### config.mk
export PLATFORM = sky130hd
export DESIGN_NAME = zmute_ctrl
export DESIGN_NICKNAME = d
export VERILOG_FILES = /design/src/rtl/zmute_pkg.sv /design/src/rtl/zmute_cfg_reg.sv /design/src/rtl/zmute_zero_run.sv /design/src/rtl/zmute_pair_gate.sv /design/src/rtl/zmute_pin_drv.sv /design/src/rtl/zmute_ctrl.sv
export SDC_FILE = /design/constraint.sdc
export NUM_CORES = 1
export LEC_CHECK = 0
export BUFFER_PORTS_ARGS = -buffer_cell sky130_fd_sc_hd__buf_4
export CORE_ASPECT_RATIO = 0.5
export CORE_MARGIN = 2
export CORE_UTILIZATION = 30
export CTS_CLUSTER_SIZE = 10
export DETAILED_ROUTE_END_ITERATION = 8
export PLACE_DENSITY = 0.57
export SKIP_CTS_REPAIR_TIMING = 1
export SYNTH_ARGS = -nofsm -noshare
export SYNTH_HDL_FRONTEND = slang
export SYNTH_SLANG_ARGS = --single-unit
export TNS_END_PERCENT = 30
### constraint.sdc
create_clock -name clk -period 2.5 [get_ports clk]
set_input_delay 0.25 -clock clk [delete_from_list [all_inputs] [get_ports clk]]
set_output_delay 0.25 -clock clk [all_outputs]
set_load 0.005 [all_outputs]
### src/rtl/zmute_pkg.sv
// Package: shared constants and the control byte type of the mute controller.
// Assumes: exactly three channel pairs, one hard-mute bit for each.
package zmute_pkg;

    localparam int NUM_PAIRS = 3;
    localparam int CH_NUM    = 2 * NUM_PAIRS;

    // Bit positions inside the control byte (software-visible layout)
    localparam int OVR_BIT   = 7;
    localparam int AUTO_BIT  = 6;
    localparam int HM_LO_BIT = 2;

    localparam logic [7:0] CFG_RESET = 8'h80;

    typedef struct packed {
        logic                 ovr;
        logic                 auto_en;
        logic [NUM_PAIRS-1:0] hard_mute;
    } zmute_cfg_t;

endpackage

### src/rtl/zmute_cfg_reg.sv
// Module: holds the control byte.
// Stores the override, auto-mute enable and hard-mute fields.
// Reserved positions are never stored and read back as zero.
// Assumes: a single write port; writes take effect on the clock edge.
module zmute_cfg_reg
    import zmute_pkg::*;
(
    input  logic       clk,
    input  logic       rst_n,
    input  logic       wr_en,
    input  logic [7:0] wr_data,
    output zmute_cfg_t cfg_o,
    output logic [7:0] rd_data_o
);

    zmute_cfg_t cfg_q;

    // Update the stored fields on a write; the reset value sets only the override
    always_ff @(posedge clk) begin
        if (!rst_n) begin
            cfg_q.ovr       <= CFG_RESET[OVR_BIT];
            cfg_q.auto_en   <= CFG_RESET[AUTO_BIT];
            cfg_q.hard_mute <= CFG_RESET[HM_LO_BIT +: NUM_PAIRS];
        end else if (wr_en) begin
            cfg_q.ovr       <= wr_data[OVR_BIT];
            cfg_q.auto_en   <= wr_data[AUTO_BIT];
            cfg_q.hard_mute <= wr_data[HM_LO_BIT +: NUM_PAIRS];
        end
    end

    // Assemble the read value with reserved bits at zero
    always_comb begin
        rd_data_o                         = 8'h00;
        rd_data_o[OVR_BIT]                = cfg_q.ovr;
        rd_data_o[AUTO_BIT]               = cfg_q.auto_en;
        rd_data_o[HM_LO_BIT +: NUM_PAIRS] = cfg_q.hard_mute;
    end

    assign cfg_o = cfg_q;

    // Reserved write bits are intentionally dropped
    logic unused_wr;
    assign unused_wr = ^{wr_data[5], wr_data[1:0]};

endmodule

### src/rtl/zmute_zero_run.sv
// Module: counts consecutive accepted samples in which every channel is zero.
// The count saturates at RUN_LEN. It clears on a non-zero sample and while
// auto-mute is disabled. hit_next_o is the auto-mute condition as it will be
// after this edge, so the pin register follows the run without extra delay.
// Assumes: all channels share one valid strobe.
module zmute_zero_run #(
    parameter int CH_NUM  = 6,
    parameter int SMP_W   = 24,
    parameter int RUN_LEN = 512
) (
    input  logic                    clk,
    input  logic                    rst_n,
    input  logic                    auto_en,
    input  logic                    smp_valid,
    input  logic [CH_NUM*SMP_W-1:0] smp_data,
    output logic                    hit_next_o
);

    localparam int              CNT_W   = $clog2(RUN_LEN + 1);
    localparam logic [CNT_W-1:0] CNT_MAX = CNT_W'(RUN_LEN);

    logic [CH_NUM-1:0] ch_zero;
    logic              all_zero;
    logic [CNT_W-1:0]  cnt_q;
    logic [CNT_W-1:0]  cnt_d;

    // One zero detector for each channel
    for (genvar k = 0; k < CH_NUM; k++) begin : g_ch_zero
        assign ch_zero[k] = ~|smp_data[k*SMP_W +: SMP_W];
    end

    assign all_zero = &ch_zero;

    // Next run length: clear when disabled or on a non-zero sample, saturate at the limit
    always_comb begin
        cnt_d = cnt_q;
        if (!auto_en) begin
            cnt_d = '0;
        end else if (smp_valid) begin
            if (!all_zero) begin
                cnt_d = '0;
            end else if (cnt_q != CNT_MAX) begin
                cnt_d = cnt_q + 1'b1;
            end
        end
    end

    // Hold the run length
    always_ff @(posedge clk) begin
        if (!rst_n) begin
            cnt_q <= '0;
        end else begin
            cnt_q <= cnt_d;
        end
    end

    assign hit_next_o = (cnt_d == CNT_MAX);

endmodule

### src/rtl/zmute_pair_gate.sv
// Module: registers the sample bus and forces hard-muted pairs to zero.
// Data is held when no sample is accepted.
// Assumes: the hard-mute bits are stable registers from the control byte.
module zmute_pair_gate #(
    parameter int NUM_PAIRS = 3,
    parameter int SMP_W     = 24
) (
    input  logic                         clk,
    input  logic                         rst_n,
    input  logic                         valid_i,
    input  logic [2*NUM_PAIRS*SMP_W-1:0] data_i,
    input  logic [NUM_PAIRS-1:0]         hard_mute,
    output logic                         valid_o,
    output logic [2*NUM_PAIRS*SMP_W-1:0] data_o
);

    localparam int PAIR_W = 2 * SMP_W;

    // Delay the strobe by one clock
    always_ff @(posedge clk) begin
        if (!rst_n) begin
            valid_o <= 1'b0;
        end else begin
            valid_o <= valid_i;
        end
    end

    // One output register for each pair, zeroed under hard mute
    for (genvar p = 0; p < NUM_PAIRS; p++) begin : g_pair
        always_ff @(posedge clk) begin
            if (!rst_n) begin
                data_o[p*PAIR_W +: PAIR_W] <= '0;
            end else if (valid_i) begin
                data_o[p*PAIR_W +: PAIR_W] <= hard_mute[p] ? '0
                                                           : data_i[p*PAIR_W +: PAIR_W];
            end
        end
    end

endmodule

### src/rtl/zmute_pin_drv.sv
// Module: drives the registered, glitch-free, active-low mute pin.
// Assumes: auto_hit is the auto-mute condition of the coming cycle.
module zmute_pin_drv (
    input  logic clk,
    input  logic rst_n,
    input  logic ovr,
    input  logic auto_hit,
    output logic mute_n_o
);

    // Pin is low in reset and whenever either mute source is active
    always_ff @(posedge clk) begin
        if (!rst_n) begin
            mute_n_o <= 1'b0;
        end else begin
            mute_n_o <= ~(ovr | auto_hit);
        end
    end

endmodule

### src/rtl/zmute_ctrl.sv
// Module: top of the multichannel zero-detect mute controller.
// Connects the control byte, the zero-run counter, the pair gate and the pin driver.
// Assumes: six channels of SMP_W bits packed with channel 0 in the low bits.
module zmute_ctrl #(
    parameter int SMP_W   = 24,
    parameter int RUN_LEN = 512
) (
    input  logic                                  clk,
    input  logic                                  rst_n,
    input  logic                                  cfg_wr_en,
    input  logic [7:0]                            cfg_wr_data,
    output logic [7:0]                            cfg_rd_data,
    input  logic                                  smp_valid_i,
    input  logic [zmute_pkg::CH_NUM*SMP_W-1:0]    smp_data_i,
    output logic                                  smp_valid_o,
    output logic [zmute_pkg::CH_NUM*SMP_W-1:0]    smp_data_o,
    output logic                                  mute_n_o
);
    import zmute_pkg::*;

    zmute_cfg_t cfg;
    logic       auto_hit;

    zmute_cfg_reg u_cfg (
        .clk       (clk),
        .rst_n     (rst_n),
        .wr_en     (cfg_wr_en),
        .wr_data   (cfg_wr_data),
        .cfg_o     (cfg),
        .rd_data_o (cfg_rd_data)
    );

    zmute_zero_run #(
        .CH_NUM  (CH_NUM),
        .SMP_W   (SMP_W),
        .RUN_LEN (RUN_LEN)
    ) u_run (
        .clk        (clk),
        .rst_n      (rst_n),
        .auto_en    (cfg.auto_en),
        .smp_valid  (smp_valid_i),
        .smp_data   (smp_data_i),
        .hit_next_o (auto_hit)
    );

    zmute_pair_gate #(
        .NUM_PAIRS (NUM_PAIRS),
        .SMP_W     (SMP_W)
    ) u_gate (
        .clk       (clk),
        .rst_n     (rst_n),
        .valid_i   (smp_valid_i),
        .data_i    (smp_data_i),
        .hard_mute (cfg.hard_mute),
        .valid_o   (smp_valid_o),
        .data_o    (smp_data_o)
    );

    zmute_pin_drv u_pin (
        .clk      (clk),
        .rst_n    (rst_n),
        .ovr      (cfg.ovr),
        .auto_hit (auto_hit),
        .mute_n_o (mute_n_o)
    );

endmodule

# After elaboration in Yosys (flattened, before gate mapping)
# Cells that the tools add are included.
# op_classes
addsub	1
n_eq_ne	2
muxes	7
bitwise	2
reduce_logical	13
# ops
operator	n
48-bit 2-to-1 mux	3
24-bit OR reduction	6
10-bit 2-to-1 mux	4
10-bit by 1-bit adder with 10-bit output, second input constant	1
10-bit == test, second input constant	1
10-bit inequality test, second input constant	1
1-bit zero test	6
6-bit AND reduction	1
1-bit NOT	1
1-bit OR	1
# totals
register_bits	161

# Logic depth before layout (Yosys ltp)
# logic_depth
depth_word	9
depth_mapped	7
mapped_depth_nobuf	7

# Modules after synthesis
# From an unflattened synthesis, not the netlist that was laid out.
# hier_totals
hier_cells	802
area_unflattened_um2	6892.9
# by_module_without_submodules
mod	n_inst	cells_per_inst	area_each_um2
zmute_pair_gate	1	644	5637.9
zmute_zero_run	1	131	968.4
zmute_cfg_reg	1	25	254.0
zmute_pin_drv	1	2	32.5

# Worst setup path after synthesis
# OpenSTA, ideal clock, no wires.
# synth_path
path_kind	flip-flop to flip-flop
start	reg u_run.cnt_q[0]
end	reg u_pin.mute_n_o
arrival_time_ns	1.758
required_time_ns	2.375
setup_slack_ns	0.617
stages_incl_launch_ff	8
path_buffers	0
period_less_slack_ns	1.883
cell_sequence	dfxtp_1 -> inv_1 -> ha_1 -> nor4b_2 -> nand4b_2 -> and2_4 -> mux2_4 -> o41a_1
# synth_via
elab_chain_cells	8
word_cells_on_any_way	9
classes_between	add/sub (1); eq/ne (2); mux (4); bitwise (2)
# synth_lines
item	line	source
from (decl)	zmute_zero_run.sv:24	logic [CNT_W-1:0] cnt_q;
from (signal assigned)	zmute_zero_run.sv:53	cnt_q <= cnt_d;
10-bit by 1-bit adder with 10-bit output or 10-bit inequality test (tied branches)	zmute_zero_run.sv:43, zmute_zero_run.sv:42	
10-bit 2-to-1 mux	zmute_zero_run.sv:42	end else if (cnt_q != CNT_MAX) begin
10-bit 2-to-1 mux	zmute_zero_run.sv:40	if (!all_zero) begin
10-bit 2-to-1 mux *	zmute_zero_run.sv:39	end else if (smp_valid) begin
10-bit 2-to-1 mux *	zmute_zero_run.sv:37	if (!auto_en) begin
10-bit == test *	zmute_zero_run.sv:57	assign hit_next_o = (cnt_d == CNT_MAX);
1-bit OR *	zmute_pin_drv.sv:16	mute_n_o <= ~(ovr | auto_hit);
1-bit NOT *	zmute_pin_drv.sv:16	
to (signal assigned)	zmute_pin_drv.sv:16	
to (decl)	zmute_pin_drv.sv:8	output logic mute_n_o
# Every way passes the cells marked *; elsewhere a longest branch is shown, timed or not.
# A chain may end at the register's enable or synchronous reset.

# Worst setup path after layout
# Same ends and word-level chain as after synthesis.

==> flow_metrics.tcl <==
set metrics [dict create \
    status "finished clean" \
    cts-buffers-inserted 17 \
    avgViaCountPerCell 4.69 \
    yosysWarningCount 0 \
    hp-class "input port to flop" \
    final_util_pct 45.2 \
    hpwlAfterDp_um 16700 \
    syn_inst 764 \
    port-buffer-count 303 \
    num-fill-cells 2186 \
    place.gp.congestion 0.887 \
    layout_setup_ws_ns 0.443 \
    initial_core_util_pct 31.0 \
    grt-ovfl-total 0 \
    worst_pin_slew_ns 0.886 \
    nets 1201 \
    dr_total_vias 6340 \
    wl_um 23000 \
    tns_ns 0 \
    cts_buffer_depth 2 \
    intPower_w 0.00481 \
    synth_area_per_cell_um2 8.88 \
    p_clk_share_pct 41.9 \
    grt_max_degree 87 \
    clock-sinks 161 \
    htree_levels 4 \
    wl_per_cell_um 17.0 \
    p_leak_nw 4.13 \
    peakVddDrop_mv 0.381 \
    grt.total_usage_pct 18.9 \
    ys_seq_elements 161 \
    drc 0 \
    crit_arrival_ns 2.38 \
    grt_pass1_vias 6176 \
    antenna_found_initial 0 \
    ys_seq_area_share_pct 47.5 \
    netSwitchingPower_w 0.00153 \
    die_h_um 110 \
    cp_top_family "simple AND/OR/NAND/NOR gates" \
    fin_skew_ns 0.00672 \
    cellPowerDensity_nw_per_um2 639 \
    fin_crit_sh_pct 82.3 \
    drtAntennaViolNets 0 \
    max_cap_violations 0 \
    synth_area_um2 6780 \
    critPathBufInv 0 \
    drtIter0Drc 382 \
    finalSetupViolCount 0 \
    synth.top_cell.area_share_pct 47.5 \
    rsz0062_at_grt "no" \
    synth_top_area_cell "dfxtp_1" \
    worstPathCellList "ha_1 > nand3_1 > o21ai_0 > nor4bb_1 > nand4_1 > o41a_1" \
    clkTransAtPathRegs_ns 0.06 \
    relSlewSlack_pct 40.9 \
    period_minus_slack_ns 2.06 \
    drt_pass1_iterations 4 \
    combPwrFrac_pct 14.3 \
    final_area_um2 9910 \
    cp_slowest_cell "dfxtp_1" \
    hold_viol 0 \
    dp_slack_ns 0.204 \
    dieArea_um2 23900 \
    grt_pass1_wl_um 34700 \
    num_rows 38 \
    fmax_mhz 486 \
    total_power_w 0.00633 \
    ios 310 \
    synth_common_cells "nor2b_1, dfxtp_1, a21oi_1" \
    tritoncts "yes" \
    crit_path_end_kind "flop" \
    crit_required_ns 2.82 \
    synthTopCellsByArea "dfxtp_1, nor2b_1, a21oi_1" \
    start_kind "flop" \
    die_x_um 217 \
    cts_root_buffer "clkbuf_16" \
    synth_edf_count 0 \
    p_seq_share_pct 43.8 \
    area_delta_synth_final_pct 46.1 \
    synth_most_common_cell "nor2b_1" \
    switching_share_pct 24.1 \
    drive_gt1_share_pct 33.2 \
    diodes 0 \
    place_area_um2 9340 \
    crit_type "flop to flop" \
    crit_path_max_incr_delay_ns 0.43 \
    ys.flop_type "dfxtp_1" \
    core-area_um2 21900 \
    cp_max_fo 7 \
    maxSlewViolCount 0 \
    synth.distinct_cells 38 \
    clock_latency_ns 0.43 \
    async_flop_share_pct 0 \
]
## layout make-up
cell class                      count  area (µm²)  share of cell area, %
Multi-Input combinational cell    544        3330                   33.6
Sequential cell                   161        3220                   32.5
Tap cell                          300         375                   3.79
Timing Repair Buffer              315        2390                   24.1
Clock inverter                      6         109                   1.10
Inverter                            4        15.0                  0.152
Clock buffer                       22         464                   4.68
## layer usage
metal	vias up	global-route usage (%)	routed length (µm)
li1	3136	-	-
met1	3021	23.3	10100
met2	158	31.5	11100
met3	25	5.93	1430
met4	0	6.60	382
met5	-	0	0
## cells in the final DEF (no fill, tap or decap), types with 5 or more instances in the layout
cell type,instances
mux2i_1,5
nor2_1,5
o21ai_0,5
nand4_1,13
nor2b_1,276
a21oi_1,128
nor4_1,39
buf_4,313
dfxtp_1,161
nor3_1,11
xnor2_1,5
clkbuf_16,17
nand2_1,8
a22oi_1,18
## worst paths after layout
check                               startpoint        endpoint  slack, ns  cells past startpoint
worst min-delay path            cfg_wr_data[7]  u_cfg.cfg_o[4]       0.05                      3
worst min register to register  u_cfg.cfg_o[4]  u_cfg.cfg_o[4]       0.54                      2
worst max register to register  u_run.cnt_q[0]  u_pin.mute_n_o       0.44                      6
worst max-delay path            u_run.cnt_q[0]  u_pin.mute_n_o       0.44                      6
## sequential cells by signal, summed over array words and instances (netlist names)
register / cells
u_gate.data_o: 144
u_run.cnt_q: 10
u_cfg.cfg_o: 5
u_gate.valid_o: 1
u_pin.mute_n_o: 1
## metrics by stage
step                std cells  hold WS (ns)
floorplan                 766         0.379
global placement         1324         0.481
detailed placement       1324         0.497
CTS                      1352        0.0323
global route             1352        0.0461
finish                   1352        0.0454
## tightest hold or removal path, cell delays in order
cell     delay (ns)
buf_4          0.08
mux2i_1        0.06
nand2_1        0.06
## cells by family after synthesis
| logic type | count (synthesis) | synth area share [%] |
|---|---|---|
| and+or+nand+nor | 368 | 33.6 |
| muxes | 7 | 1.12 |
| buffers and inverters | 61 | 3.82 |
| DFF | 161 | 47.5 |
| AOI/OAI and AO/OA | 157 | 12.6 |
| adders and majority gates | 2 | 0.369 |
| other | 1 | 0.0553 |
| xor gates and xnor gates | 7 | 0.904 |
## power by group through the flow
stage	Sequential, W	Combinational, W	Clock, W
floorplan	0.00283	0.000364	0
global placement	0.00282	0.000907	0
detailed placement	0.00282	0.000913	0
CTS	0.00277	0.000915	0.00272
global route	0.00279	0.000990	0.00285
finish	0.00277	0.000906	0.00266
Power figures use the tool's default switching activity.
